$ cat src/rtl/reset_supervisor_pkg.sv
package reset_supervisor_pkg;

    // Counter width able to hold values 0 .. n-1, never narrower than one bit.
    function automatic int span_width(input int n);
        return (n > 1) ? $clog2(n) : 1;
    endfunction

    // Qualified reset causes after filtering.
    typedef struct packed {
        logic supply_fault;
        logic button_hold;
    } rst_cause_t;

endpackage

$ cat src/rtl/rsup_sync.sv
module rsup_sync #(
    parameter int   STAGES  = 2,
    parameter logic RST_VAL = 1'b0
) (
    input  logic clk,
    input  logic arst_n,
    input  logic din,
    output logic dout
);
    typedef struct packed {
        logic [STAGES-1:0] chain;
    } sync_state_t;

    sync_state_t st_d, st_q;

    generate
        if (STAGES == 1) begin : g_single
            always_comb begin
                st_d       = st_q;
                st_d.chain = din;
            end
        end else begin : g_chain
            always_comb begin
                st_d       = st_q;
                st_d.chain = {st_q.chain[STAGES-2:0], din};
            end
        end
    endgenerate

    always_ff @(posedge clk or negedge arst_n) begin
        if (!arst_n) begin
            st_q.chain <= {STAGES{RST_VAL}};
        end else begin
            st_q <= st_d;
        end
    end

    assign dout = st_q.chain[STAGES-1];
endmodule

$ cat src/rtl/rsup_dip_filter.sv
module rsup_dip_filter
    import reset_supervisor_pkg::*;
#(
    parameter int GLITCH_CYCLES = 16
) (
    input  logic clk,
    input  logic arst_n,
    input  logic low_i,
    output logic fault_o
);
    localparam int              CW   = span_width(GLITCH_CYCLES);
    localparam logic [CW-1:0]   LAST = CW'(GLITCH_CYCLES - 1);

    typedef struct packed {
        logic [CW-1:0] run;
        logic          fault;
    } dip_state_t;

    dip_state_t st_d, st_q;

    // A fault is declared once the flag has been seen high on GLITCH_CYCLES
    // consecutive clocks; any low sample clears both run and fault.
    always_comb begin
        st_d = st_q;
        if (!low_i) begin
            st_d.run   = '0;
            st_d.fault = 1'b0;
        end else begin
            st_d.fault = st_q.fault | (st_q.run == LAST);
            if (st_q.run != LAST) begin
                st_d.run = st_q.run + CW'(1);
            end
        end
    end

    always_ff @(posedge clk or negedge arst_n) begin
        if (!arst_n) begin
            st_q.run   <= '0;
            st_q.fault <= 1'b0;
        end else begin
            st_q <= st_d;
        end
    end

    assign fault_o = st_q.fault;
endmodule

$ cat src/rtl/rsup_debounce.sv
module rsup_debounce
    import reset_supervisor_pkg::*;
#(
    parameter int DEBOUNCE_CYCLES = 32
) (
    input  logic clk,
    input  logic arst_n,
    input  logic btn_n_i,
    output logic hold_o
);
    localparam int            CW   = span_width(DEBOUNCE_CYCLES);
    localparam logic [CW-1:0] LAST = CW'(DEBOUNCE_CYCLES - 1);

    typedef struct packed {
        logic [CW-1:0] dwell;
        logic          level;
    } deb_state_t;

    deb_state_t st_d, st_q;

    // The accepted level follows the input only after the input has differed
    // from it for DEBOUNCE_CYCLES consecutive clocks.
    always_comb begin
        st_d = st_q;
        if (btn_n_i == st_q.level) begin
            st_d.dwell = '0;
        end else if (st_q.dwell == LAST) begin
            st_d.level = btn_n_i;
            st_d.dwell = '0;
        end else begin
            st_d.dwell = st_q.dwell + CW'(1);
        end
    end

    always_ff @(posedge clk or negedge arst_n) begin
        if (!arst_n) begin
            st_q.dwell <= '0;
            st_q.level <= 1'b1;
        end else begin
            st_q <= st_d;
        end
    end

    assign hold_o = ~st_q.level;
endmodule

$ cat src/rtl/rsup_recovery.sv
module rsup_recovery
    import reset_supervisor_pkg::*;
#(
    parameter int TREC_CYCLES = 200
) (
    input  logic       clk,
    input  logic       arst_n,
    input  rst_cause_t cause_i,
    output logic       assert_o
);
    localparam int            CW   = span_width(TREC_CYCLES);
    localparam logic [CW-1:0] LAST = CW'(TREC_CYCLES - 1);

    typedef struct packed {
        logic [CW-1:0] elapsed;
        logic          asserted;
    } rec_state_t;

    rec_state_t st_d, st_q;
    logic       any_cause;

    assign any_cause = cause_i.supply_fault | cause_i.button_hold;

    // Any live cause pins the output and clears the hold count. Once no cause
    // remains, the count climbs to LAST and the release happens on the next
    // edge. At LAST the count stays put, so an idle block never wraps.
    always_comb begin
        st_d = st_q;
        if (any_cause) begin
            st_d.elapsed  = '0;
            st_d.asserted = 1'b1;
        end else if (st_q.asserted) begin
            if (st_q.elapsed == LAST) begin
                st_d.asserted = 1'b0;
            end else begin
                st_d.elapsed = st_q.elapsed + CW'(1);
            end
        end
    end

    always_ff @(posedge clk or negedge arst_n) begin
        if (!arst_n) begin
            st_q.elapsed  <= '0;
            st_q.asserted <= 1'b1;
        end else begin
            st_q <= st_d;
        end
    end

    assign assert_o = st_q.asserted;
endmodule

$ cat src/rtl/reset_supervisor.sv
module reset_supervisor
    import reset_supervisor_pkg::*;
#(
    parameter int GLITCH_CYCLES   = 16,
    parameter int DEBOUNCE_CYCLES = 32,
    parameter int TREC_CYCLES     = 200,
    parameter int SYNC_STAGES     = 2
) (
    input  logic clk,
    input  logic arst_n,
    input  logic supply_low_i,
    input  logic man_rst_ni,
    output logic rst_drive_low_o,
    output logic rst_n_o
);
    logic       supply_low_s;
    logic       man_rst_s;
    logic       supply_fault;
    logic       button_hold;
    logic       hold_reset;
    rst_cause_t cause;

    rsup_sync #(.STAGES(SYNC_STAGES), .RST_VAL(1'b0)) u_sync_supply (
        .clk    (clk),
        .arst_n (arst_n),
        .din    (supply_low_i),
        .dout   (supply_low_s)
    );

    rsup_sync #(.STAGES(SYNC_STAGES), .RST_VAL(1'b1)) u_sync_button (
        .clk    (clk),
        .arst_n (arst_n),
        .din    (man_rst_ni),
        .dout   (man_rst_s)
    );

    rsup_dip_filter #(.GLITCH_CYCLES(GLITCH_CYCLES)) u_dip (
        .clk     (clk),
        .arst_n  (arst_n),
        .low_i   (supply_low_s),
        .fault_o (supply_fault)
    );

    rsup_debounce #(.DEBOUNCE_CYCLES(DEBOUNCE_CYCLES)) u_deb (
        .clk     (clk),
        .arst_n  (arst_n),
        .btn_n_i (man_rst_s),
        .hold_o  (button_hold)
    );

    always_comb begin
        cause              = '0;
        cause.supply_fault = supply_fault;
        cause.button_hold  = button_hold;
    end

    rsup_recovery #(.TREC_CYCLES(TREC_CYCLES)) u_rec (
        .clk      (clk),
        .arst_n   (arst_n),
        .cause_i  (cause),
        .assert_o (hold_reset)
    );

    assign rst_drive_low_o = hold_reset;
    assign rst_n_o         = ~hold_reset;
endmodule

$ cat config.mk
export PLATFORM = sky130hd
export DESIGN_NAME = reset_supervisor
export DESIGN_NICKNAME = d
export VERILOG_FILES = /design/src/rtl/reset_supervisor_pkg.sv /design/src/rtl/rsup_sync.sv /design/src/rtl/rsup_dip_filter.sv /design/src/rtl/rsup_debounce.sv /design/src/rtl/rsup_recovery.sv /design/src/rtl/reset_supervisor.sv
export SDC_FILE = /design/constraint.sdc
export NUM_CORES = 1
export LEC_CHECK = 0
export BUFFER_PORTS_ARGS = -buffer_cell sky130_fd_sc_hd__buf_2
export CORE_ASPECT_RATIO = 0.7
export CORE_MARGIN = 5
export CORE_UTILIZATION = 50
export CTS_CLUSTER_DIAMETER = 50
export DETAILED_ROUTE_END_ITERATION = 16
export HOLD_SLACK_MARGIN = 0.08
export PLACE_DENSITY = 0.73
export SYNTH_ARGS = -nofsm -noshare
export SYNTH_HDL_FRONTEND = slang
export SYNTH_SLANG_ARGS = --single-unit
$ cat constraint.sdc
create_clock -name clk -period 2.5 [get_ports clk]
set_input_delay 0.125 -clock clk [delete_from_list [all_inputs] [get_ports clk]]
set_output_delay 0.125 -clock clk [all_outputs]
set_load 0.03 [all_outputs]
==> results of run 1 <==
sequential cells by signal (all words and copies together), names as in the netlist:
register	count
u_sync_supply.st_q	2
u_rec.assert_o	1
u_dip.st_q	4
u_deb.st_q	6
u_rec.st_q	8
u_sync_button.st_q	2
u_dip.fault_o	1
report_power, final:
part | internal [mW] | switching [mW] | total (mW)
logic | 0.0140 | 0.0166 | 0.0306
clock network | 0.0623 | 0.107 | 0.169
registers | 0.401 | 0.00825 | 0.409
total | 0.477 | 0.132 | 0.608
worst register-to-register path, cell delays in order, from the launching register on:
cell and delay (ns):
dfrtp_1 0.46, ha_1 0.25, and4b_1 0.24, a31oi_1 0.36, mux2i_1 0.22
repair_timing:
| action | 4_1_cts | 5_1_grt |
|---|---|---|
| hold endpoints to repair | 22 | 0 |
| gates resized for setup | 0 | 0 |
| hold buffers | 3 | 0 |
layer usage:
metal	track usage [%]	wire length [um]	vias up
met5	0	0	-
met1	16.30	776	332
li1	-	-	348
met3	5.530	68	5
met2	17.83	772	10
met4	4.211	19	0
area by class of cell:
| type | count | area [um2] | share of cell area (%) |
|---|---|---|---|
| flip-flops and latches | 24 | 605.6 | 52.38 |
| multi-input cells | 64 | 426.7 | 36.90 |
| repair buffers | 8 | 55.05 | 4.762 |
| well taps | 22 | 27.53 | 2.381 |
| clock buffers | 4 | 26.28 | 2.273 |
| inverters | 4 | 15.01 | 1.299 |
stage by stage:
stage               instances  hold WS [ns]  util [%]  total power, mW
floorplan                  93       -0.1706         -           0.4288
global placement          119        0.1274     56.82           0.4411
detailed placement        119        0.1330     56.82           0.4443
CTS                       126        0.3187     59.73           0.6184
global route              126        0.3354     59.73           0.6434
finish                    126        0.3059     59.73           0.6085
worst max-delay path by stage:
| stage | start | end | slack, ns | depth (start not counted) |
|---|---|---|---|---|
| after CTS | u_rec.st_q[1]$_DFFE_PN0P_ | u_rec.st_q[2]$_DFFE_PN0P_ | 0.91 | 4 |
| after detailed placement | u_rec.st_q[1]$_DFFE_PN0P_ | u_rec.st_q[2]$_DFFE_PN0P_ | 0.92 | 4 |
| after floorplan | u_rec.assert_o$_DFF_PN1_ | u_rec.st_q[8]$_DFFE_PN0P_ | 1.03 | 3 |
| after global routing | u_rec.st_q[1]$_DFFE_PN0P_ | u_rec.st_q[2]$_DFFE_PN0P_ | 0.79 | 4 |
| after global placement | u_rec.st_q[1]$_DFFE_PN0P_ | u_rec.st_q[1]$_DFFE_PN0P_ | 1.00 | 4 |
| final | u_rec.st_q[1]$_DFFE_PN0P_ | u_rec.st_q[2]$_DFFE_PN0P_ | 0.91 | 4 |
cells by family (layout without fill, tap and decap cells):
| kind of cell | Yosys count | in the layout |
|---|---|---|
| multiplexers | 4 | 4 |
| flip-flops | 24 | 24 |
| buffers and inverters | 5 | 16 |
| AND/OR/NAND/NOR | 34 | 34 |
| adder cells (fa/ha/maj) | 5 | 5 |
| AO/OA/AOI/OAI | 16 | 16 |
| XOR/XNOR | 5 | 5 |
Yosys cell counts (2+ instances only):
cell type | instances | area (um2)
ha_1 | 5 | 62.56
nand4_1 | 2 | 12.51
dfrtp_1 | 20 | 500.5
o21ai_0 | 3 | 15.01
inv_1 | 4 | 15.01
nor2_1 | 6 | 22.52
and2_1 | 2 | 12.51
a21oi_1 | 6 | 30.03
mux2i_1 | 3 | 30.03
nand2b_1 | 3 | 18.77
nand3_1 | 5 | 25.02
dfstp_2 | 4 | 105.1
a31oi_1 | 3 | 18.77
nor2b_1 | 2 | 12.51
xor2_1 | 4 | 35.03
o31ai_1 | 2 | 15.01
nand2_1 | 7 | 26.28
==> summary.txt, run 1 <==
Status
  – Run status: finished clean

Finish
  – Fillers: 170
  – Most frequent cells in the layout: dfrtp_1 (20), nand2_1 (7), nor2_1 (6), a21oi_1 (6)
  – Diode count: 0
  – Layout cells sized above 1: 14.42%
  – Commonest non-fill, non-tap cell in the layout: dfrtp_1
  – Area delta synth->final: 9.609%
  – NumNets Final: about 110
  – Fin area: 0.001156 mm2

Drt
  – DR WL/cell: about 13 um
  – Routed WL: between 1.5 and 2 mm
  – Vias/cell: 5.516
  – Drt drc: 0
  – Total number of vias: about 700
  – DR iter-0 viols: 39
  – DR pass1 iterations: 4
  – Routed Antenna Nets: 0

Placed design
  – GPL Wtd Cong: 0.8643
  – Number of port buffers: 5
  – Pre-CTS WS: around 0.9 ns
  – Placement Cell Area: 0.001100 mm2
  – Detailed Place HPWL: around 1.2 mm

Timing
  – Clk_skew: 0.008701 ns
  – Fin crit share: 63.48%
  – Fmax: 630.1 MHz
  – RSZ-0062 raised after global routing: no
  – Setup ws final: roughly 0.9 ns
  – Total negative slack: 0 ns
  – Final hold vios: 0
  – Slew margin rel.: 65.44%
  – Setup Viol. Count Final: 0
  – Slew @ Worst Pin: just over 0.5 ns
  – Final min period: 1.587 ns
  – Final Max Slew Viols: 0

Worst setup path
  – Crit-path cells: ha_1 -> and4b_1 -> a31oi_1 -> mux2i_1
  – CP delay by family, top: flip-flops
  – Worst path slowest cell: dfrtp_1
  – Crit-path max FO: 6
  – WP data required: 2.75 ns
  – Worst flop-to-flop path endpoint: u_rec.st_q[2]$_DFFE_PN0P_
  – CP startpoint kind: flip-flop
  – R2R Setup Slk: 0.91 ns
  – Crit path kind: reg -> reg
  – Reg2Reg Depth: 4
  – Reg2Reg Launch Point: u_rec.st_q[1]$_DFFE_PN0P_
  – CP max stage delay: 0.46 ns
  – CP endpoint kind: flip-flop
  – CP Buf/Inv Count: 0
  – Crit path arrival time: 1.83 ns

Clocking
  – Worst-path clk slew: 0.12 ns
  – Root Buffer: clkbuf_4
  – Post-CTS Repair Setup Buffers: 0
  – Skew-Pair Late Insertion Delay: 0.31 ns
  – CTS Buf Count: 3
  – CTS tree: done
  – Maximum clock path buffer count: 2
  – H-tree depth: 1
  – Clk sink count: 24

Die
  – Rows: 13
  – Initial Util: 54.49%
  – Die Height: between 40 and 50 um
  – Die X: about 65 um
  – Core box area: 0.001936 mm2
  – Die area: 0.003143 mm2
  – I/O pins: 6

Yosys
  – Sequential share of the synthesized area: 57.41%
  – Synth Area in XOR/XNOR: around 4.2%
  – Post-Syn Instances: 93
  – Simple-Gate Fraction of Synth Area: 17.32%
  – Synth cell types: 29
  – Synth Area in Compound Gates: a little under a tenth
  – Mux share of post-synthesis cell area: around 4%
  – Mapped Nets: just over 100
  – Seq cells post-synth: 24
  – Post-Synth Adder-Cell Area: under 10%
  – Syn Area/Cell: approximately 11 um2
  – Largest family of logic cells by synthesized area: simple AND/OR/NAND/NOR gates
  – Asr flop ratio synth: 100.0%
  – Cell area after synthesis: 0.001055 mm2
  – Most common flop cell mapped by yosys: dfrtp_1
  – Syn. warnings: 0
  – Post-synth EDFFs: 0

Pwr
  – Pwr per Cell Area: 526.3 mW/mm2
  – Leak: 0.5348 nW
  – VDD IR max: 307.2 uV

Global routing
  – Largest net degree at the start of global routing: 25
  – GRT Total Usage: 12.34%
  – Grt ovf: 0
  – First-pass GRT wire length: between 2 and 3 mm
  – Number of global-route vias before repair: 645
  – Initial antenna violation count: 0

Worst hold path
  – Worst hold path class: in -> async

Flow run
  – Max-cap violations: 0
No activity file was read; power rests on OpenSTA's default activity.
==> run 2, diff against run 1 <==
Clock period 2.5 ns to 1.65 ns, I/O delays scaled along.
==> run 2 against run 1 <==
Die area did not move; core utilization rose by 0.32 points; non-clock buffer count did not move; combinational power rose by 52%; cell count did not move; sequential share of layout area fell by 0.28 points; critical path type unchanged; largest cell class unchanged.
==> summary.txt, run 2 (synthesized netlist as in run 1, its figures left out) <==
Finish
  – Fillers: 167 (-1.8%)
  – Fin area: 0.001162 mm2 (+0.54%)
  – Largest register FFs: 8 (unchanged)
  – Area delta synth->final: 10.20%
  – Biggest register: u_rec.st_q
  – Area of the multi-input gates: 432.9 um2 (+1.5%)
  – Seq. cell area: 605.6 um2 (unchanged)
  – Regs by FF count: u_rec.st_q (8), u_deb.st_q (6), u_dip.st_q (4)
  – Layout cells sized above 1: 15.38% (+0.96 points)
  – Diode count: 0 (unchanged)
  – Commonest non-fill, non-tap cell in the layout: dfrtp_1
  – Final core occ: 60.05% (+0.32 points)
  – NumNets Final: 114 (unchanged)
  – Most frequent cells in the layout: dfrtp_1 (20), nand2_1 (7), nor2_1 (6), a21oi_1 (6)

Worst setup path
  – Worst flop-to-flop path endpoint: u_rec.st_q[2]$_DFFE_PN0P_
  – Crit path arrival time: 1.74 ns (-0.09 ns)
  – Crit path kind: reg -> reg
  – CP startpoint kind: flip-flop
  – Crit-path max FO: 6 (unchanged)
  – Reg2Reg Launch Point: u_rec.st_q[1]$_DFFE_PN0P_
  – WP data required: 1.90 ns (-0.85 ns)
  – Reg2Reg Depth: 4 (unchanged)
  – CP endpoint kind: flip-flop
  – R2R Setup Slk: 0.15 ns (-0.76 ns)

Timing
  – Fin crit share: 90.66% (+27 points)
  – Clk_skew: 0.005982 ns (-0.002719 ns)
  – Setup ws final: 0.1541 ns (-0.7589 ns)
  – Final hold vios: 0 (unchanged)
  – Final min period: 1.496 ns (-0.09107 ns)
  – Hold_ws: 0.2674 ns (-0.03847 ns)
  – Slew margin rel.: 65.36% (-0.077 points)
  – Total negative slack: 0 ns (unchanged)
  – Setup Viol. Count Final: 0 (unchanged)
  – Fmax: 668.5 MHz (+6.1%)
  – Slew @ Worst Pin: 0.5195 ns (+0.001161 ns)
  – Final Max Slew Viols: 0 (unchanged)
  – RSZ-0062 raised after global routing: no

Global routing
  – First-pass GRT wire length: 3.105 mm (+4.4%)
  – Grt ovf: 0 (unchanged)
  – Largest net degree at the start of global routing: 25 (unchanged)
  – GRT Total Usage: 12.97% (+0.63 points)
  – Initial antenna violation count: 0 (unchanged)
  – Number of global-route vias before repair: 665 (+3.1%)

Clocking
  – Clk sink count: 24 (unchanged)
  – Worst-path clk slew: 0.12 ns (about the same)
  – H-tree depth: 1 (unchanged)
  – CTS Buf Count: 3 (unchanged)
  – Root Buffer: clkbuf_4
  – Maximum clock path buffer count: 2 (unchanged)
  – Skew-Pair Late Insertion Delay: 0.31 ns (about the same)
  – CTS tree: done

Drt
  – DR WL/cell: 13.79 um (+6.2%)
  – Routed WL: 1.738 mm (+6.2%)
  – Routed length on met1: 798 um (+2.8%)
  – DR pass1 iterations: 4 (unchanged)
  – Total number of vias: 720 (+3.6%)
  – DR iter-0 viols: 33 (-15%)
  – Drt drc: 0 (unchanged)
  – Vias/cell: 5.714 (+3.6%)
  – WL met3: 97 um (+43%)
  – Metal2 WL: 832 um (+7.8%)
  – Routed Antenna Nets: 0 (unchanged)
  – Top Layer Used: met4

Pwr
  – Leak: 0.5353 nW (about the same)
  – VDD IR max: 616.1 uV (+100%)
  – Pwr per Cell Area: 792.5 mW/mm2 (+51%)

Die
  – Die Height: 48.43 um (unchanged)
  – Die X: 64.90 um (unchanged)
  – I/O pins: 6 (unchanged)
  – Initial Util: 54.49% (unchanged)
  – Core box area: 0.001936 mm2 (unchanged)
  – Rows: 13 (unchanged)
  – Die area: 0.003143 mm2 (unchanged)

Placed design
  – Number of port buffers: 5 (unchanged)
  – Placement Cell Area: 0.001100 mm2 (unchanged)
  – Pre-CTS WS: 0.07012 ns (-0.8467 ns)
  – Detailed Place HPWL: 1.219 mm (+0.64%)
  – GPL Wtd Cong: 0.8643 (unchanged)

Status
  – Run status: finished clean

Flow run
  – Max-cap violations: 0 (unchanged)

Worst hold path
  – Worst hold path class: in -> async
==> run 2: cell counts in the layout (fill, tap and decap cells not counted) <==
Identical to the previous run, type by type.
==> run 2: cell type report <==
cell class | count | area share (%)
sequential | 24 | 52.10
multi-input combinational | 64 | 37.24
timing repair buffer | 8 | 4.736
tap | 22 | 2.368
clock buffer | 4 | 2.261
inverter | 4 | 1.292
==> run 2: stage by stage <==
step / power (mW) / cells
3_3_place_gp: 0.6684 / 119
3_5_place_dp: 0.6734 / 119
6_report: 0.9212 / 126
4_1_cts: 0.9375 / 126
5_1_grt: 0.9753 / 126
2_1_floorplan: 0.6497 / 93
==> run 2: timing repair <==
item | 4_1_cts | 5_1_grt
hold buffers | 3 | 0
hold endpoints to repair | 22 | 0
gates resized for setup | 0 | 1
setup buffers | 0 | 0
endpoints found under the setup margin | 0 | 2
==> run 2: metal layers <==
metal  vias to the layer above  track usage (%)
li1                        355                -
met1                       345            16.89
met2                        18            19.35
met3                         2            5.530
met4                         0            4.211
met5                         -                0
==> run 2: worst max-delay path, cell delays in order (launching register included) <==
cell and delay, ns:
dfrtp_1 0.46, ha_1 0.25, and4b_1 0.24, a31oi_2 0.27, mux2i_1 0.21
==> run 2: worst max-delay path by stage <==
stage | cells past startpoint | from | slack [ns] | endpoint
after global routing | 4 | u_rec.st_q[1]$_DFFE_PN0P_ | 0.05 | u_rec.st_q[1]$_DFFE_PN0P_
after global placement | 4 | u_rec.st_q[1]$_DFFE_PN0P_ | 0.15 | u_rec.st_q[1]$_DFFE_PN0P_
final | 4 | u_rec.st_q[1]$_DFFE_PN0P_ | 0.15 | u_rec.st_q[2]$_DFFE_PN0P_
after CTS | 4 | u_rec.st_q[1]$_DFFE_PN0P_ | 0.06 | u_rec.st_q[1]$_DFFE_PN0P_
after detailed placement | 4 | u_rec.st_q[1]$_DFFE_PN0P_ | 0.07 | u_rec.st_q[2]$_DFFE_PN0P_
after floorplan | 3 | u_rec.assert_o$_DFF_PN1_ | 0.18 | u_rec.st_q[8]$_DFFE_PN0P_
==> run 2: power by group <==
part           switching (mW)  internal [mW]
logic                  0.0254         0.0212
registers              0.0125          0.607
clock network           0.161         0.0944
total                   0.199          0.723
